**config.mk**
```make
export PLATFORM = sky130hd
export DESIGN_NAME = reuse_buf
export DESIGN_NICKNAME = d
export VERILOG_FILES = /design/src/rtl/rb_pkg.sv /design/src/rtl/rb_match.sv /design/src/rtl/rb_victim.sv /design/src/rtl/rb_store.sv /design/src/rtl/reuse_buf.sv
export SDC_FILE = /design/constraint.sdc
export NUM_CORES = 2
export LEC_CHECK = 0
export BUFFER_PORTS_ARGS = -buffer_cell sky130_fd_sc_hd__buf_2
export CORE_ASPECT_RATIO = 1.75
export CORE_MARGIN = 1
export CORE_UTILIZATION = 56
export CTS_CLUSTER_DIAMETER = 120
export DETAILED_ROUTE_END_ITERATION = 7
export GPL_TIMING_DRIVEN = 0
export PLACE_DENSITY = 0.87
export SLEW_MARGIN = 20
export SYNTH_ARGS = -nofsm -noshare
export SYNTH_HDL_FRONTEND = slang
export SYNTH_SLANG_ARGS = --single-unit
```
**constraint.sdc**
```tcl
create_clock -name clk -period 6.8 [get_ports clk]
set_clock_uncertainty 0.05 [all_clocks]
set_input_delay 1.36 -clock clk [delete_from_list [all_inputs] [get_ports clk]]
set_output_delay 1.36 -clock clk [all_outputs]
set_load 0.01 [all_outputs]
```
**src/rtl/rb_pkg.sv**
```systemverilog
package rb_pkg;
  localparam int unsigned RB_ENTRIES = 8;
  localparam int unsigned RB_OPC_W   = 8;
  localparam int unsigned RB_DATA_W  = 32;

  function automatic int unsigned rb_idx_w(input int unsigned n);
    return (n > 1) ? $clog2(n) : 1;
  endfunction
endpackage

```
**src/rtl/rb_match.sv**
```systemverilog
module rb_match #(
  parameter int unsigned ENTRIES = rb_pkg::RB_ENTRIES,
  parameter int unsigned KEY_W   = 72
) (
  input  logic [ENTRIES-1:0]            valid_i,
  input  logic [ENTRIES-1:0][KEY_W-1:0] keys_i,
  input  logic [KEY_W-1:0]              probe_i,
  output logic [ENTRIES-1:0]            match_o
);
  for (genvar g = 0; g < ENTRIES; g++) begin : g_cmp
    assign match_o[g] = valid_i[g] && (keys_i[g] == probe_i);
  end
endmodule

```
**src/rtl/rb_victim.sv**
```systemverilog
module rb_victim #(
  parameter int unsigned ENTRIES = rb_pkg::RB_ENTRIES
) (
  input  logic clk,
  input  logic rst_n,
  input  logic clr_i,
  input  logic adv_i,
  output logic [rb_pkg::rb_idx_w(ENTRIES)-1:0] ptr_o
);
  localparam int unsigned IDX_W = rb_pkg::rb_idx_w(ENTRIES);
  localparam logic [IDX_W-1:0] LAST = IDX_W'(ENTRIES - 1);

  logic [IDX_W-1:0] ptr_q, ptr_d;

  always_comb begin
    ptr_d = ptr_q;
    if (clr_i)      ptr_d = '0;
    else if (adv_i) ptr_d = (ptr_q == LAST) ? '0 : ptr_q + 1'b1;
  end

  always_ff @(posedge clk or negedge rst_n) begin
    if (!rst_n) ptr_q <= '0;
    else        ptr_q <= ptr_d;
  end

  assign ptr_o = ptr_q;
endmodule

```
**src/rtl/rb_store.sv**
```systemverilog
module rb_store #(
  parameter int unsigned ENTRIES = rb_pkg::RB_ENTRIES,
  parameter int unsigned KEY_W   = 72,
  parameter int unsigned DATA_W  = rb_pkg::RB_DATA_W
) (
  input  logic                           clk,
  input  logic                           rst_n,
  input  logic                           clr_i,
  input  logic                           wr_en_i,
  input  logic [rb_pkg::rb_idx_w(ENTRIES)-1:0] wr_idx_i,
  input  logic [KEY_W-1:0]               wr_key_i,
  input  logic [DATA_W-1:0]              wr_data_i,
  output logic [ENTRIES-1:0]             valid_o,
  output logic [ENTRIES-1:0][KEY_W-1:0]  keys_o,
  output logic [ENTRIES-1:0][DATA_W-1:0] data_o
);
  logic [ENTRIES-1:0]             valid_q, valid_d;
  logic [ENTRIES-1:0][KEY_W-1:0]  key_q;
  logic [ENTRIES-1:0][DATA_W-1:0] data_q;
  logic                           wr_go;

  assign wr_go = wr_en_i && !clr_i;

  always_comb begin
    valid_d = valid_q;
    if (clr_i)      valid_d = '0;
    else if (wr_en_i) valid_d[wr_idx_i] = 1'b1;
  end

  always_ff @(posedge clk or negedge rst_n) begin
    if (!rst_n) valid_q <= '0;
    else        valid_q <= valid_d;
  end

  always_ff @(posedge clk) begin
    if (wr_go) begin
      key_q[wr_idx_i]  <= wr_key_i;
      data_q[wr_idx_i] <= wr_data_i;
    end
  end

  assign valid_o = valid_q;
  assign keys_o  = key_q;
  assign data_o  = data_q;

  assert_clear_R8: assert property (@(posedge clk) disable iff (!rst_n)
    clr_i |=> (valid_q == '0));

  assert_fill_R7: assert property (@(posedge clk) disable iff (!rst_n)
    wr_go |=> ($countones(valid_q) >= $past($countones(valid_q))));

  assert_quiet_R4: assert property (@(posedge clk) disable iff (!rst_n)
    (!wr_en_i && !clr_i) |=> $stable(valid_q));
endmodule

```
**src/rtl/reuse_buf.sv**
```systemverilog
module reuse_buf #(
  parameter int unsigned ENTRIES = rb_pkg::RB_ENTRIES,
  parameter int unsigned OPC_W   = rb_pkg::RB_OPC_W,
  parameter int unsigned DATA_W  = rb_pkg::RB_DATA_W
) (
  input  logic              clk,
  input  logic              rst_n,
  input  logic              clr_i,
  input  logic              lk_valid_i,
  input  logic [OPC_W-1:0]  lk_opc_i,
  input  logic [DATA_W-1:0] lk_a_i,
  input  logic [DATA_W-1:0] lk_b_i,
  output logic              lk_hit_o,
  output logic [DATA_W-1:0] lk_result_o,
  output logic              lk_redo_o,
  input  logic              ins_valid_i,
  input  logic              ins_ok_i,
  input  logic [OPC_W-1:0]  ins_opc_i,
  input  logic [DATA_W-1:0] ins_a_i,
  input  logic [DATA_W-1:0] ins_b_i,
  input  logic [DATA_W-1:0] ins_result_i
);
  localparam int unsigned KEY_W = OPC_W + 2 * DATA_W;
  localparam int unsigned IDX_W = rb_pkg::rb_idx_w(ENTRIES);

  logic [ENTRIES-1:0]             valid;
  logic [ENTRIES-1:0][KEY_W-1:0]  keys;
  logic [ENTRIES-1:0][DATA_W-1:0] data;
  logic [ENTRIES-1:0]             lk_match, ins_match;
  logic [KEY_W-1:0]               lk_key, ins_key;
  logic [IDX_W-1:0]               ptr, hit_idx, wr_idx;
  logic                           ins_fire, ins_hit, alloc;
  logic [DATA_W-1:0]              lk_res;

  assign lk_key  = {lk_opc_i, lk_a_i, lk_b_i};
  assign ins_key = {ins_opc_i, ins_a_i, ins_b_i};

  rb_match #(.ENTRIES(ENTRIES), .KEY_W(KEY_W)) u_lk_match (
    .valid_i(valid), .keys_i(keys), .probe_i(lk_key), .match_o(lk_match));

  rb_match #(.ENTRIES(ENTRIES), .KEY_W(KEY_W)) u_ins_match (
    .valid_i(valid), .keys_i(keys), .probe_i(ins_key), .match_o(ins_match));

  assign ins_fire = ins_valid_i && ins_ok_i;
  assign ins_hit  = |ins_match;
  assign alloc    = ins_fire && !ins_hit && !clr_i;

  always_comb begin
    hit_idx = '0;
    for (int i = 0; i < ENTRIES; i++)
      if (ins_match[i]) hit_idx = hit_idx | IDX_W'(i);
  end

  assign wr_idx = ins_hit ? hit_idx : ptr;

  rb_victim #(.ENTRIES(ENTRIES)) u_victim (
    .clk(clk), .rst_n(rst_n), .clr_i(clr_i), .adv_i(alloc), .ptr_o(ptr));

  rb_store #(.ENTRIES(ENTRIES), .KEY_W(KEY_W), .DATA_W(DATA_W)) u_store (
    .clk(clk), .rst_n(rst_n), .clr_i(clr_i), .wr_en_i(ins_fire),
    .wr_idx_i(wr_idx), .wr_key_i(ins_key), .wr_data_i(ins_result_i),
    .valid_o(valid), .keys_o(keys), .data_o(data));

  always_comb begin
    lk_res = '0;
    for (int i = 0; i < ENTRIES; i++)
      if (lk_match[i]) lk_res = lk_res | data[i];
  end

  assign lk_hit_o    = lk_valid_i && (|lk_match);
  assign lk_result_o = lk_hit_o ? lk_res : '0;
  assign lk_redo_o   = lk_valid_i && !(|lk_match);

  assert_unique_R6: assert property (@(posedge clk) disable iff (!rst_n)
    $onehot0(lk_match) && $onehot0(ins_match));

  assert_reject_R4: assert property (@(posedge clk) disable iff (!rst_n)
    (!ins_ok_i && !clr_i) |=> $stable(valid));
endmodule

```
==> results by group, run 1 <==
Placement
  • Dpl cells: 4,142
  • # port buffers: 145
  • Gpl congestion: 1.36
  • Hpwl dp: 186,000 um

Die
  • DIE WIDTH: 207 um
  • Initial Utilization: 0.569
  • I/O Pins: 216
  • Chip height: 360 um
  • Row count: 130

Synthesis
  • Post-synth EDFFs: 832
  • Synth Flop Type: edfxtp_1
  • Post-Syn Nets: 3,199
  • Synthesized flop and latch total: 843
  • Share of synthesized registers carrying an async set or reset: 0.0130
  • Post-synthesis area per instance: 13.6 sq um
  • Total of warnings raised by yosys: 0
  • Cell Area, Synth: 0.0410 sq mm
  • Post-Synthesis Cells: 3,016
  • Register area share after synthesis: 0.616
  • Netlist cell types: 57

GRT
  • Overflow after GRT: 1,924
  • First-pass GRT wire length: 411,000 um
  • GRT Overall Usage: 0.813
  • Vias in the first global route: 39,700
  • Largest net degree at the start of global routing: 25

Clocking
  • H-Tree Level Count: 3
  • TritonCTS buffer count: 76
  • Clk root buf: clkbuf_16
  • Clock buffer depth: 3
  • Sink Count: 843

Status
  • Run status: did not finish
  • Stop err: [ERROR GRT-0116] Global routing finished with congestion. Check the congestion regions in the DRC Viewer.
  • Failed at: 5_1_grt
## cells in the mapped netlist (3+ instances only)
cell type	n	area share
o21ai_0	8	0.00098
clkbuf_1	43	0.0039
a22o_1	67	0.014
nor2_1	26	0.0024
or4_1	4	0.00073
nand2_1	19	0.0017
a222oi_1	11	0.0027
xnor2_1	555	0.12
xor2_1	320	0.068
o22ai_1	67	0.010
and4_1	3	0.00064
a22oi_1	65	0.012
a2111oi_0	12	0.0026
nand4_1	164	0.025
nor4_2	3	0.00092
o211ai_1	4	0.00073
inv_1	151	0.014
edfxtp_1	832	0.61
a221o_1	4	0.00098
o221ai_1	18	0.0038
nor4_1	145	0.022
a21oi_1	6	0.00073
nor3_1	25	0.0031
dfrtp_1	11	0.0067
nor2b_1	25	0.0038
buf_2	125	0.015
a41oi_1	3	0.00064
o2bb2ai_1	27	0.0058
nand3_1	16	0.0020
o2111ai_1	38	0.0081
nand2b_1	115	0.018
or3_1	3	0.00046
o22ai_2	5	0.0015
a31oi_1	29	0.0044
a221oi_1	38	0.0081
## logic make-up after synthesis
family | after synthesis | share of synthesized area
buffers and inverters | 326 | 0.0342
muxes | 3 | 0.000885
and+or+nand+nor | 556 | 0.0819
xor gates and xnor gates | 875 | 0.187
AOI/OAI and AO/OA | 412 | 0.0799
DFF | 843 | 0.616
adders and majority gates | 1 | 0.000305
## through the flow
step | setup WS [ns] | hold slack (ns) | TNS (ns) | utilization | cell area (sq um)
after floorplan | -1.69 | 0.480 | -1182.15 | - | 41000
after global placement | -8.70 | 0.563 | -6637.77 | 0.595 | 42900
after detailed placement | -0.801 | 0.574 | -253.62 | 0.613 | 44200
after CTS | 0.00479 | 0.470 | 0 | 0.652 | 46900
## layer usage
layer / GRT overflow / track usage
met3: 28 / 0.654
met1: 27 / 0.827
met2: 1239 / 0.971
met4: 628 / 0.800
met5: 2 / 0.272
## timing repair
item,CTS
pin swaps,1
hold buffers,0
gates resized for setup,43
setup endpoints to repair,50
setup buffers,2
gates cloned,0
==> run 2, diff against run 1 <==
--- a/config.mk
+++ b/config.mk
@@ -6,13 +6,11 @@
 export NUM_CORES = 2
 export LEC_CHECK = 0
 export BUFFER_PORTS_ARGS = -buffer_cell sky130_fd_sc_hd__buf_2
-export CORE_ASPECT_RATIO = 1.75
 export CORE_MARGIN = 1
-export CORE_UTILIZATION = 56
-export CTS_CLUSTER_DIAMETER = 120
+export CORE_UTILIZATION = 40
 export DETAILED_ROUTE_END_ITERATION = 7
 export GPL_TIMING_DRIVEN = 0
-export PLACE_DENSITY = 0.87
+export PLACE_DENSITY_LB_ADDON = 0.15
 export SLEW_MARGIN = 20
 export SYNTH_ARGS = -nofsm -noshare
 export SYNTH_HDL_FRONTEND = slang
==> constraint.sdc (replaced) <==
create_clock -name clk -period 8.8 [get_ports clk]
set_clock_uncertainty 0.05 [all_clocks]
set_input_delay 1.76 -clock clk [delete_from_list [all_inputs] [get_ports clk]]
set_output_delay 1.76 -clock clk [all_outputs]
set_load 0.01 [all_outputs]
==> run 2 against run 1 <==
The flow now finishes, with violations (DRC, setup timing). Synthesized cell count stayed put. Area after synthesis unchanged.
==> results by group, run 2 <==
Clocking
  • Reg clk slew, reported paths: 0.06 ns
  • Clk_lat worst skew: 0.74 ns
  • Clk root buf: clkbuf_16
  • H-Tree Level Count: 3 (unchanged)
  • TritonCTS buffer count: 95 (+25%)
  • Clock buffer depth: 3 (unchanged)
  • # Post-CTS Setup Buffers: 0 (-2)
  • Sink Count: 843 (unchanged)
  • CTS tree: done

Die
  • Core area: 0.102 sq mm
  • Row count: 117 (-10%)
  • Initial Utilization: 0.403 (-0.166)
  • I/O Pins: 216 (unchanged)
  • Chip height: 322 um (-10%)
  • Die area: 0.104 sq mm
  • DIE WIDTH: 322 um (+56%)

Final layout
  • Non-filler cells, final: 4,803
  • Final core utilization: 0.477
  • Net count, final: 3,509
  • Commonest non-fill, non-tap cells in the layout: edfxtp_1, xnor2_1, xor2_1
  • Layout area overhead: 18.3%
  • Largest register FFs: 576
  • Layout cells sized above 1: 0.169
  • Most common cell after layout, fill and taps aside: edfxtp_1

Synthesis
  • Post-synth EDFFs: 832 (unchanged)
  • Synthesized flop and latch total: 843 (unchanged)
  • Top cells by area, synth: edfxtp_1, xnor2_1, xor2_1
  • Top post-synthesis cells by count: edfxtp_1, xnor2_1, xor2_1
  • Total of warnings raised by yosys: 0 (unchanged)
  • Netlist cell types: 57 (unchanged)
  • Post-Syn Nets: 3,199 (unchanged)
  • Area leader, netlist: edfxtp_1
  • Register area share after synthesis: 0.616 (unchanged)
  • Cell Area, Synth: 0.0410 sq mm (unchanged)
  • Share of synthesized registers carrying an async set or reset: 0.0130 (unchanged)
  • Synth Flop Type: edfxtp_1
  • Post-synth top area share: 0.609 (unchanged)
  • Post-Synthesis Cells: 3,016 (unchanged)
  • Post-synthesis area per instance: 13.6 sq um (unchanged)
  • Most frequent cell after synthesis: edfxtp_1

Setup path
  • CP Max Fanout: 10
  • Worst Setup End Kind: output port
  • CP arrival: 7.41 ns
  • Crit start category: input pin
  • Setup CP Type: in -> out
  • CP required: 6.99 ns

Placement
  • Gpl congestion: 1.19 (-12%)
  • Dpl cells: 4,595 (+11%)
  • Hpwl dp: 213,000 um (+14%)
  • # port buffers: 145 (unchanged)

Status
  • Violated checks: DRC, setup timing
  • Run status: finished, violations left

GRT
  • Initial antenna violation count: 39
  • GRT Overall Usage: 0.526
  • Largest net degree at the start of global routing: 24
  • Overflow after GRT: 0
  • First-pass GRT wire length: 341,000 um
  • Vias in the first global route: 30,900

Drt
  • Vias per cell: 7.07
  • Aggregate routed wire length: 275,000 um
  • Detailed Route Iter0 Violations: 6,944
  • Drt pass-1 iters: 8
  • DR vias: 34,000
  • Post-route ant nets: 0
  • WL/cell: 57.3 um
  • DRC errors left: 1

Power and ir drop
  • Max VDD drop: 226 uV
  • PD cells: 204 mW/mm^2
  • Leak: 15.7 nW
  • Tot Pwr: 9.91 mW

STA
  • Worst slew pin tran: 1.34 ns
  • RSZ-0062 raised after global routing: false
  • Fin. Hold Viols: 0
  • Post-route setup slack: -0.423 ns
  • Max_slew headroom: 0.106
  • Min Tclk post-route: 9.22 ns
  • Final period util: 1.05
  • Setup TNS: -6.91 ns
  • Max-slew violation count: 0
  • Hold slack: 0.612 ns
  • Fmax: 108 MHz
  • Setup violators final: 32

Run
  • Max_cap viols: 0

Min path
  • Min-delay worst type: reg -> reg
==> run 2: layout make-up <==
| type | count | area [sq um] |
|---|---|---|
| timing repair buffer | 213 | 1990 |
| inverter | 153 | 574 |
| clock inverter | 59 | 810 |
| clock buffer | 114 | 2490 |
| sequential | 843 | 25300 |
| tap | 1368 | 1710 |
| fill | 8901 | 53200 |
| multi-input combinational | 1847 | 14800 |
| antenna | 33 | 82.6 |
| buffer | 173 | 850 |
==> run 2: worst max-delay path, stage by stage <==
cell and delay (ns):
clkbuf_1 0.80, xnor2_1 0.36, nand4_1 0.64, nor4_1 0.97, nand4_1 0.47, nor4_2 0.39
buf_4 0.25, nor4_1 0.08, nand2_1 0.11, nand2_1 0.28, clkbuf_1 0.51, a31oi_1 0.51
buf_2 0.22
==> run 2: logic make-up (layout without fill, tap and decap cells) <==
logic type                 Yosys count  count (layout)  share of synthesized area
DFF                                843             843                      0.616
AOI/OAI and AO/OA                  412             412                     0.0799
xor gates and xnor gates           875             875                      0.187
muxes                                3               3                   0.000885
adders and majority gates            1               1                   0.000305
buffers and inverters              326             712                     0.0342
and+or+nand+nor                    556             556                     0.0819
other                                0              33                          0
==> run 2: worst paths after layout <==
kind	end	startpoint	depth (start not counted)	slack, ns
max reg2reg	u_store.data_o[58]$_DFFE_PP_	u_store.keys_o[406]$_DFFE_PP_	13	2.60
max in group asynchronous	u_store.valid_o[7]$_DFFE_PN0P_	rst_n	1	7.63
min in group asynchronous	u_store.valid_o[5]$_DFFE_PN0P_	rst_n	1	0.85
min	u_victim.ptr_o[1]$_DFFE_PN0P_	u_victim.ptr_o[1]$_DFFE_PN0P_	2	0.61
max	lk_result_o[0]	lk_a_i[24]	13	-0.42
min reg2reg	u_victim.ptr_o[1]$_DFFE_PN0P_	u_victim.ptr_o[1]$_DFFE_PN0P_	2	0.61
==> run 2: through the flow <==
step	cell area (sq um)	setup WS [ns]
after floorplan	41000	-0.0944
after global placement	43400	-8.48
after detailed placement	45000	-0.366
after CTS	48300	0.0362
after global routing	48400	0.0534
final	48500	-0.423
==> run 2: power by group <==
part	switching (mW)	total, mW	internal [mW]
registers	0.0246	4.46	4.44
clock network	1.89	4.37	2.48
logic	0.849	1.08	0.226
==> run 2: per-layer routing <==
layer | track usage | share of wire
met1 | 0.609 | 0.34
met2 | 0.726 | 0.40
met5 | 0.000926 | 0.00030
met4 | 0.472 | 0.11
met3 | 0.240 | 0.15
==> run 2: repair_timing <==
action	CTS	global route
gates resized for setup	4	4
hold buffers	0	0
setup endpoints to repair	30	17
Note: power is estimated with default switching activity, not from simulation.
